===== src/rtl/srp_pkg.sv =====
package srp_pkg;

    localparam int WORD_W     = 32;
    localparam int ADDR_W     = 7;
    localparam int DATA_W     = 16;
    localparam int NUM_FRZ    = 3;
    localparam int ADDR_LSB   = 25;
    localparam int STORE_BIT  = 24;
    localparam int BUSY_BIT   = 23;
    localparam int DIS_BIT    = 22;
    localparam int FRZ_LSB    = 19;

    typedef struct packed {
        logic [ADDR_W-1:0]  addr;
        logic               store;
        logic               dis;
        logic [NUM_FRZ-1:0] frz;
        logic [DATA_W-1:0]  data;
    } host_cmd_t;

    typedef enum logic {
        SEQ_IDLE = 1'b0,
        SEQ_RUN  = 1'b1
    } seq_state_t;

    function automatic host_cmd_t decode_cmd(input logic [WORD_W-1:0] w);
        host_cmd_t c;
        c.addr  = w[ADDR_LSB +: ADDR_W];
        c.store = w[STORE_BIT];
        c.dis   = w[DIS_BIT];
        c.frz   = w[FRZ_LSB +: NUM_FRZ];
        c.data  = w[DATA_W-1:0];
        return c;
    endfunction

    function automatic logic [WORD_W-1:0] pack_view(input host_cmd_t c,
                                                    input logic busy);
        logic [WORD_W-1:0] w;
        w = '0;
        w[ADDR_LSB +: ADDR_W]  = c.addr;
        w[STORE_BIT]           = c.store;
        w[BUSY_BIT]            = busy;
        w[DIS_BIT]             = c.dis;
        w[FRZ_LSB +: NUM_FRZ]  = c.frz;
        w[DATA_W-1:0]          = c.data;
        return w;
    endfunction

endpackage


===== src/rtl/srp_param_ram.sv =====
module srp_param_ram #(
    parameter int ADDR_W = 7,
    parameter int DATA_W = 16
) (
    input  logic              clk,
    input  logic              rst,
    input  logic              wr_en,
    input  logic [ADDR_W-1:0] addr,
    input  logic [DATA_W-1:0] wr_word,
    output logic [DATA_W-1:0] rd_word
);
    localparam int DEPTH = 1 << ADDR_W;

    logic [DATA_W-1:0] cells [DEPTH];

    for (genvar i = 0; i < DEPTH; i++) begin : g_cell
        always_ff @(posedge clk) begin
            if (rst) begin
                cells[i] <= '0;
            end else if (wr_en && (addr == ADDR_W'(i))) begin
                cells[i] <= wr_word;
            end
        end
    end

    assign rd_word = cells[addr];

endmodule


===== src/rtl/srp_access_seq.sv =====
module srp_access_seq #(
    parameter int ACC_CYCLES = 4
) (
    input  logic clk,
    input  logic rst,
    input  logic start,
    output logic busy,
    output logic done
);
    import srp_pkg::*;

    localparam int CNT_W = (ACC_CYCLES > 2) ? $clog2(ACC_CYCLES) : 1;
    localparam int RUN_W = $clog2(ACC_CYCLES + 1) + 1;

    seq_state_t       state_q;
    logic [CNT_W-1:0] cnt_q;

    assign busy = (state_q == SEQ_RUN);
    assign done = busy && (cnt_q == CNT_W'(ACC_CYCLES - 1));

    always_ff @(posedge clk) begin
        if (rst) begin
            state_q <= SEQ_IDLE;
            cnt_q   <= '0;
        end else begin
            case (state_q)
                SEQ_IDLE: begin
                    if (start) begin
                        state_q <= SEQ_RUN;
                        cnt_q   <= '0;
                    end
                end
                SEQ_RUN: begin
                    if (done) begin
                        state_q <= SEQ_IDLE;
                        cnt_q   <= '0;
                    end else begin
                        cnt_q <= cnt_q + 1'b1;
                    end
                end
                default: state_q <= SEQ_IDLE;
            endcase
        end
    end

    // independent run-length counter for the busy window checks
    logic [RUN_W-1:0] run_q;
    always_ff @(posedge clk) begin
        if (rst)       run_q <= '0;
        else if (busy) run_q <= run_q + 1'b1;
        else           run_q <= '0;
    end

    AST_BUSY_NOT_LONG: assert property (@(posedge clk) disable iff (rst)
        busy |-> (run_q < RUN_W'(ACC_CYCLES)));
    AST_BUSY_FULL_LEN: assert property (@(posedge clk) disable iff (rst)
        $fell(busy) |-> (run_q == RUN_W'(ACC_CYCLES)));
    AST_START_RAISES_BUSY: assert property (@(posedge clk) disable iff (rst)
        (start && !busy) |=> busy);

endmodule


===== src/rtl/srp_ctrl_bits.sv =====
module srp_ctrl_bits (
    input  logic                         clk,
    input  logic                         rst,
    input  logic                         accept,
    input  srp_pkg::host_cmd_t           cmd_in,
    input  logic                         busy,
    input  logic                         done,
    input  logic [srp_pkg::DATA_W-1:0]   ram_word,
    output srp_pkg::host_cmd_t           held
);
    import srp_pkg::*;

    always_ff @(posedge clk) begin
        if (rst) begin
            held <= '0;
        end else if (accept) begin
            held.addr  <= cmd_in.addr;
            held.store <= cmd_in.store;
            held.dis   <= cmd_in.dis;
            held.frz   <= cmd_in.frz;
            if (cmd_in.store) begin
                held.data <= cmd_in.data;
            end
        end else if (done && !held.store) begin
            held.data <= ram_word;
        end
    end

    AST_CTRL_HELD_IN_ACCESS: assert property (@(posedge clk) disable iff (rst)
        busy |=> ($stable(held.dis) && $stable(held.frz)));
    AST_ADDR_HELD_IN_ACCESS: assert property (@(posedge clk) disable iff (rst)
        busy |=> ($stable(held.addr) && $stable(held.store)));
    AST_STORE_DATA_HELD: assert property (@(posedge clk) disable iff (rst)
        (busy && held.store) |=> $stable(held.data));

endmodule


===== src/rtl/srp_host_port.sv =====
module srp_host_port #(
    parameter int ACC_CYCLES = 4
) (
    input  logic        clk,
    input  logic        rst,
    input  logic        host_wr,
    input  logic [31:0] host_wdata,
    output logic [31:0] host_rdata,
    output logic [2:0]  ch_freeze,
    output logic        conv_disable
);
    import srp_pkg::*;

    host_cmd_t         cmd_in;
    host_cmd_t         held;
    logic              busy;
    logic              done;
    logic              accept;
    logic              ram_we;
    logic [DATA_W-1:0] ram_word;

    assign cmd_in = decode_cmd(host_wdata);
    assign accept = host_wr && !busy;
    assign ram_we = done && held.store;

    srp_access_seq #(.ACC_CYCLES(ACC_CYCLES)) u_seq (
        .clk   (clk),
        .rst   (rst),
        .start (accept),
        .busy  (busy),
        .done  (done)
    );

    srp_ctrl_bits u_ctrl (
        .clk      (clk),
        .rst      (rst),
        .accept   (accept),
        .cmd_in   (cmd_in),
        .busy     (busy),
        .done     (done),
        .ram_word (ram_word),
        .held     (held)
    );

    srp_param_ram #(.ADDR_W(ADDR_W), .DATA_W(DATA_W)) u_ram (
        .clk     (clk),
        .rst     (rst),
        .wr_en   (ram_we),
        .addr    (held.addr),
        .wr_word (held.data),
        .rd_word (ram_word)
    );

    assign host_rdata   = pack_view(held, busy);
    assign ch_freeze    = held.frz;
    assign conv_disable = held.dis;

    always_comb begin
        AST_RSV_ZERO: assert (host_rdata[18:16] == 3'b000);
    end

    AST_RAM_WR_IN_ACCESS: assert property (@(posedge clk) disable iff (rst)
        ram_we |-> (busy && host_rdata[STORE_BIT]));
    AST_DROP_WHEN_BUSY: assert property (@(posedge clk) disable iff (rst)
        (host_wr && busy) |=> ($stable(ch_freeze) && $stable(conv_disable)));
    AST_CTRL_FROM_CMD: assert property (@(posedge clk) disable iff (rst)
        (host_wr && !busy) |=> (ch_freeze == $past(host_wdata[21:19])));

endmodule


===== config.mk =====
export PLATFORM = sky130hd
export DESIGN_NAME = srp_host_port
export DESIGN_NICKNAME = d
export VERILOG_FILES = /design/src/rtl/srp_pkg.sv /design/src/rtl/srp_param_ram.sv /design/src/rtl/srp_access_seq.sv /design/src/rtl/srp_ctrl_bits.sv /design/src/rtl/srp_host_port.sv
export SDC_FILE = /design/constraint.sdc
export NUM_CORES = 2
export LEC_CHECK = 0
export BUFFER_PORTS_ARGS = -buffer_cell sky130_fd_sc_hd__buf_2
export CORE_MARGIN = 2
export CORE_UTILIZATION = 57
export DETAILED_ROUTE_END_ITERATION = 10
export PLACE_DENSITY = 0.76
export RECOVER_POWER = 25
export SLEW_MARGIN = 20
export SYNTH_ARGS = -nofsm -noshare
export SYNTH_HDL_FRONTEND = slang
export SYNTH_SLANG_ARGS = --single-unit

===== constraint.sdc =====
create_clock -name clk -period 2.5 [get_ports clk]
set_clock_uncertainty 0.15 [all_clocks]
set_input_delay 0 -clock clk [delete_from_list [all_inputs] [get_ports clk]]
set_output_delay 0 -clock clk [all_outputs]
set_load 0.005 [all_outputs]

### Word-level counts from Yosys, hierarchy flattened

Memory sizes are Yosys's and may differ from the RTL's. A register that Yosys moved wholly into a read port is not among the register bits.
Index checks and enable logic that the tools add are counted.
Widths: inputs -> output; s select.

* equal/unequal tests: 130
* reductions and logical operators: 137
* divide/modulo/power cells: 0
* $mul: 0
* shifts and indexed selects: 0
* bitwise gates (word level): 129
* muxes and demuxes: 525
* order comparisons: 0
* $add $sub $neg: 1

Operators by type and width (number)
* $mux 16: 131
* $eq 7x7->1 const B: 64
* $mux 1: 388
* $eq 7x6->1 const B: 32
* $logic_and 1x1->1: 132
* $or 1x1->1: 128
* $eq 7x5->1 const B: 16
* $eq 7x4->1 const B: 8
* $eq 7x3->1 const B: 4
* $eq 7x2->1 const B: 2
* $mux 7: 2
* $eq 7x1->1 const B: 1
* $logic_not 7->1: 1
* $mux 2: 2
* $ne 2x2->1 const B: 2
* $pmux 2 s2: 1
* $add 2x1->2 const B: 1
* $eq 2x2->1 const B: 1
* $logic_not 1->1: 2
* $pmux 1 s2: 1
* $reduce_and 2->1: 1
* $reduce_bool 2->1: 1
* $not 1->1: 1

* memory bits (read-only): 0
* bits in writable memories: 2048
* output and inout bits: 36
* memories kept: 1
* word-level logic and storage cells: 930
* latch bits: 0
* register bits after elaboration: 31
* input bits: 35

Memory list
* u_ram.cells: words 128, bits a word 16, rd ports 1, clocked after Yosys merged registers in 1, write ports 128, RTL line srp_param_ram.sv:14 `logic [DATA_W-1:0] cells [DEPTH];`

### Longest topological paths before layout

* depth after elaboration: 8
* gate-level depth with buffers: 11
* depth with buffers taken out: 6

### Cells and area by module

A second synthesis with hierarchy kept.

* cell total of the unflattened synthesis: 6501
* area, all modules: 96900.4 um^2

Modules (own cells, without submodules)
* srp_param_ram: instances 1, area each 95267.6 um^2, cells each 6342, sequential area each 61499.0 um^2
* srp_ctrl_bits: instances 1, area each 1416.4 um^2, cells each 135, sequential area each 560.5 um^2
* srp_access_seq: instances 1, area each 132.6 um^2, cells each 13, sequential area each 60.1 um^2
* srp_host_port: instances 1, area each 83.8 um^2, cells each 11, sequential area each 0.0 um^2

### Worst setup path before layout

OpenSTA, ideal clock, no wires.

* path kind: register to register
* start: reg u_seq.cnt_q[0]
* end: mem u_ram.cells[109][0], enable pin
* buffers on the path: 1
* required time: 1.958 ns
* setup time: 0.392 ns
* cell stages (with the launch flop): 7
* clock period less this slack: 2.759 ns
* setup slack: -0.259 ns
* arrival time: 2.216 ns
* path through: dfxtp_1 > ha_1 > nand3_1 > nor3b_2 > nand3_1 > clkbuf_1 > o21bai_1

RTL lines
* start: declaration: RTL line srp_access_seq.sv:16 `logic [CNT_W-1:0] cnt_q;`
* start signal: assignment: RTL line srp_access_seq.sv:38 `cnt_q <= cnt_q + 1'b1;`
* end: declaration: RTL line srp_param_ram.sv:14

==> run_results.csv <==
group,metric,value,unit
placed_design,placedCellCount,8719,
power_and_ir_drop,p_per_area,667.3,nW/um2
timing,hold_viol,0,
global_route,grt_pass1_vias,58375,
die,dieArea,170900,um2
hold_path,hold_path.class,"in -> reg",
timing,setup_ws,-0.4817,ns
final_layout,final_area,114300,um2
power_and_ir_drop,ir_drop,0.6804,mV
synthesis,synth_compound_area_frac,0.03250,
route,wl_per_cell,29.53,um
global_route,overflow,0,
synthesis,ys_top_cells_by_count,"and2_1, edfxtp_1, mux4_2",
worst_setup_path,cp_max_fo,17,
status,outcome,"finished, violations left",
synthesis,ys.flop_type,"edfxtp_1",
worst_setup_path,reg2reg_depth,11,
timing,slew-limit-headroom,0.4764,
placed_design,placed_cell_area,104400,um2
synthesis,ys_ff_latch,2086,
clock_tree,cts_buffer_depth,3,
worst_setup_path,crit_end,"u_ctrl.held[4]",
placed_design,dp_slack,-1.518,ns
global_route,antenna_found_initial,12,
final_layout,regArea,62340,um2
route,route.detailed.drc,0,
synthesis,netlist_area,95560,um2
global_route,grt_max_degree,90,
global_route,grt_pass1_wl,389800,um
synthesis,synth.most_common_cell,"and2_1",
timing,worst_slew_pin_slew,0.7845,ns
clock_tree,cts.sinks,2086,
final_layout,n_fill_cell,10415,
worst_setup_path,critical_path.max_stage_delay,0.38,ns
synthesis,synth_top_family_by_area,"simple AND/OR/NAND/NOR gates",
timing,min_period,2.982,ns
clock_tree,cts_root_buffer,"clkbuf_16",
placed_design,gp_congestion,0.9422,
synthesis,ys_top_cells_by_area,"edfxtp_1, and2_1, mux4_2",
worst_setup_path,critical-path-top-delay-family,"compound AO/OA/AOI/OAI gates",
route,via_per_inst,6.328,
power_and_ir_drop,power.leakage,41.09,nW
worst_setup_path,cp_cell_sequence,"buf_12 > buf_12 > buf_8 > buf_8 > mux4_2 > a22o_1 > a221oi_2 > o21ai_0 > a211oi_2 > buf_4 > o41ai_1",
route,drt_first_pass_iters,9,
timing,fmax,0.3354,GHz
worst_setup_path,cp-start-kind,"flop",
die,die_x,413.5,um
timing,setup_violations,527,
worst_setup_path,worst-r2r-setup-slack,-0.48,ns
placed_design,portBuffers,63,
synthesis,synthSimpleGateAreaFrac,0.1510,
final_layout,multiInputGateArea,32350,um2
flow_run,cap_violations,0,
die,start_util,0.5728,
worst_setup_path,critical_path_arrival,3.56,ns
global_route,track_usage,0.3156,
final_layout,stdcell_count,9221,
clock_tree,clk_latency,0.86,ns
clock_tree,numCtsBuffers,205,
die,fp.coreArea,166800,um2
synthesis,synth_adder_area_share,0.0001309,
final_layout,nNetsFinal,6887,
synthesis,synth.avg_cell_area,15.27,um2
synthesis,yosysTopAreaCell,"edfxtp_1",
route,routed-via-count,58349,
timing,maxSlewViolCount,0,
timing,period_share,1.193,
status,violations,"negative setup slack",
synthesis,ys_warn_count,0,
final_layout,utilization,0.6852,
synthesis,synth_cell_type_count,55,
die,dieHeight,413.5,um
worst_setup_path,r2r-end,"u_ctrl.held[4]",
final_layout,drive_gt1_frac,0.2823,
synthesis,synth.top_cell.area_share,0.6435,
clock_tree,cts.reportedPaths.clkPinSlew,0.07,ns
synthesis,async_reset_ff_frac,0,
timing,rsz0062_at_grt,"true",
synthesis,synth_xor_area_frac,0,
route,drt-initial-drc-count,8298,
clock_tree,cts.htree.levels,4,
worst_setup_path,worst_setup_path_end_kind,"flop",
die,rows,150,
die,io_pins,71,
worst_setup_path,crit_slowest_cell,"dfxtp_4",
clock_tree,cts_tree,"yes",
worst_setup_path,worstSetupPathType,"reg -> reg",
route,wl,272300,um
power_and_ir_drop,fin_total_pwr,76.29,mW
worst_setup_path,cp_data_required_time,3.08,ns
synthesis,seq_area_frac_synth,0.6515,
synthesis,synth_edf_count,2048,
route,drt.antenna.violating_nets,0,
synthesis,yosys-mux-area-fraction,0.1354,
final_layout,syn_to_final_growth,19.63,%
synthesis,synthCells,6260,
worst_setup_path,worstPathBufferInverterCount,5,
worst_setup_path,crit_cells,11,
placed_design,dp_hpwl,172500,um
[placed cells by master, fill, tap and decap left out, types with 15 or more instances in the layout]
cell,instances
a2111oi_4,24
a211oi_1,19
a21oi_1,25
a22oi_1,25
a22oi_2,19
and2_1,2049
buf_12,190
buf_2,52
buf_4,580
buf_6,67
clkbuf_1,70
clkbuf_16,213
clkinv_1,38
clkinv_2,35
dfxtp_1,15
dfxtp_4,21
dlygate4sd3_1,52
edfxtp_1,2048
mux2_2,16
mux2_4,21
mux2i_1,237
mux4_2,446
nand2_1,60
nor2_1,144
nor2_2,24
nor2b_1,23
o21bai_1,46
o21bai_2,72
o22ai_1,89
o22ai_2,18
[worst min-delay path by stage]
| stage | startpoint | endpoint | cells after the start | slack [ns] |
|---|---|---|---|---|
| after CTS | host_wr | u_ctrl.held[20] | 6 | 0.1 |
| after floorplan | host_wdata[19] | u_ctrl.held[16] | 2 | -0.01 |
| after global placement | host_wdata[21] | u_ctrl.held[18] | 3 | 0.09 |
| after detailed placement | host_wdata[20] | u_ctrl.held[17] | 3 | 0.12 |
| after global routing | host_wr | u_ctrl.held[20] | 6 | 0.14 |
| final | host_wr | u_ctrl.held[20] | 6 | 0.15 |
[cell families (layout without fill, tap and decap cells)]
logic type,Yosys count,after routing
buffers and inverters,609,1362
multiplexers,731,731
AND/OR/NAND/NOR,2400,2400
AO/OA/AOI/OAI,432,432
other,1,5
adder cells (fa/ha/maj),1,1
flip-flops,2086,2086
[registers in the layout (all words and copies together), names as in the netlist, named ones only]
register / flops
u_seq.cnt_q: 2
u_seq.busy: 1
u_ctrl.held: 28
u_ram.cells: 2048
[metal layers]
| metal | wire, um | GRT usage | part of all wire | up-vias |
|---|---|---|---|---|
| met5 | 92 | 0 | 0.00034 | - |
| met4 | 13140 | 0.1468 | 0.048 | 6 |
| met3 | 31180 | 0.06786 | 0.11 | 627 |
| met2 | 130100 | 0.5019 | 0.48 | 3777 |
| met1 | 97780 | 0.4187 | 0.36 | 29669 |
| li1 | - | - | - | 24270 |
[report_power, final]
group	internal, mW	total (mW)	switching, mW	leakage, nW
clock network	16.7	29.9	13.2	3.12
logic	2.83	6.43	3.60	16.5
registers	39.4	40.0	0.591	21.5
total	58.9	76.3	17.4	41.1
[area by class of cell]
cell class,instances,area share
Sequential cell,2086,0.5453
Multi-Input combinational cell,3567,0.2829
Timing Repair Buffer,990,0.09178
Clock buffer,267,0.04772
Tap cell,2204,0.02412
Clock inverter,104,0.008077
Antenna cell,2,0.00004378
Inverter,1,0.00003283
[what timing repair did]
item | in CTS | in global routing
hold buffers | 55 | 0
hold endpoints to repair | 344 | 0
buffers inserted | 39 | 41
pin swaps | 47 | 47
setup endpoints to repair | 1315 | 1656
resized for setup | 269 | 183
gates cloned | 7 | 12
[worst min-delay path: cells and delay by family]
family	cells	cell delay, ns
buffers and inverters	3	0.84
AND/OR/NAND/NOR	2	0.22
AO/OA/AOI/OAI	1	0.05
[per-stage QoR]
stage | hold WS, ns | setup TNS [ns]
2_1_floorplan | -0.01403 | -226.82
3_3_place_gp | 0.09241 | -41.06
3_5_place_dp | 0.1166 | -79.64
4_1_cts | 0.09546 | -7.041
5_1_grt | 0.1445 | -36.86
6_report | 0.1492 | -25.95
Power figures use the tool's default switching activity.
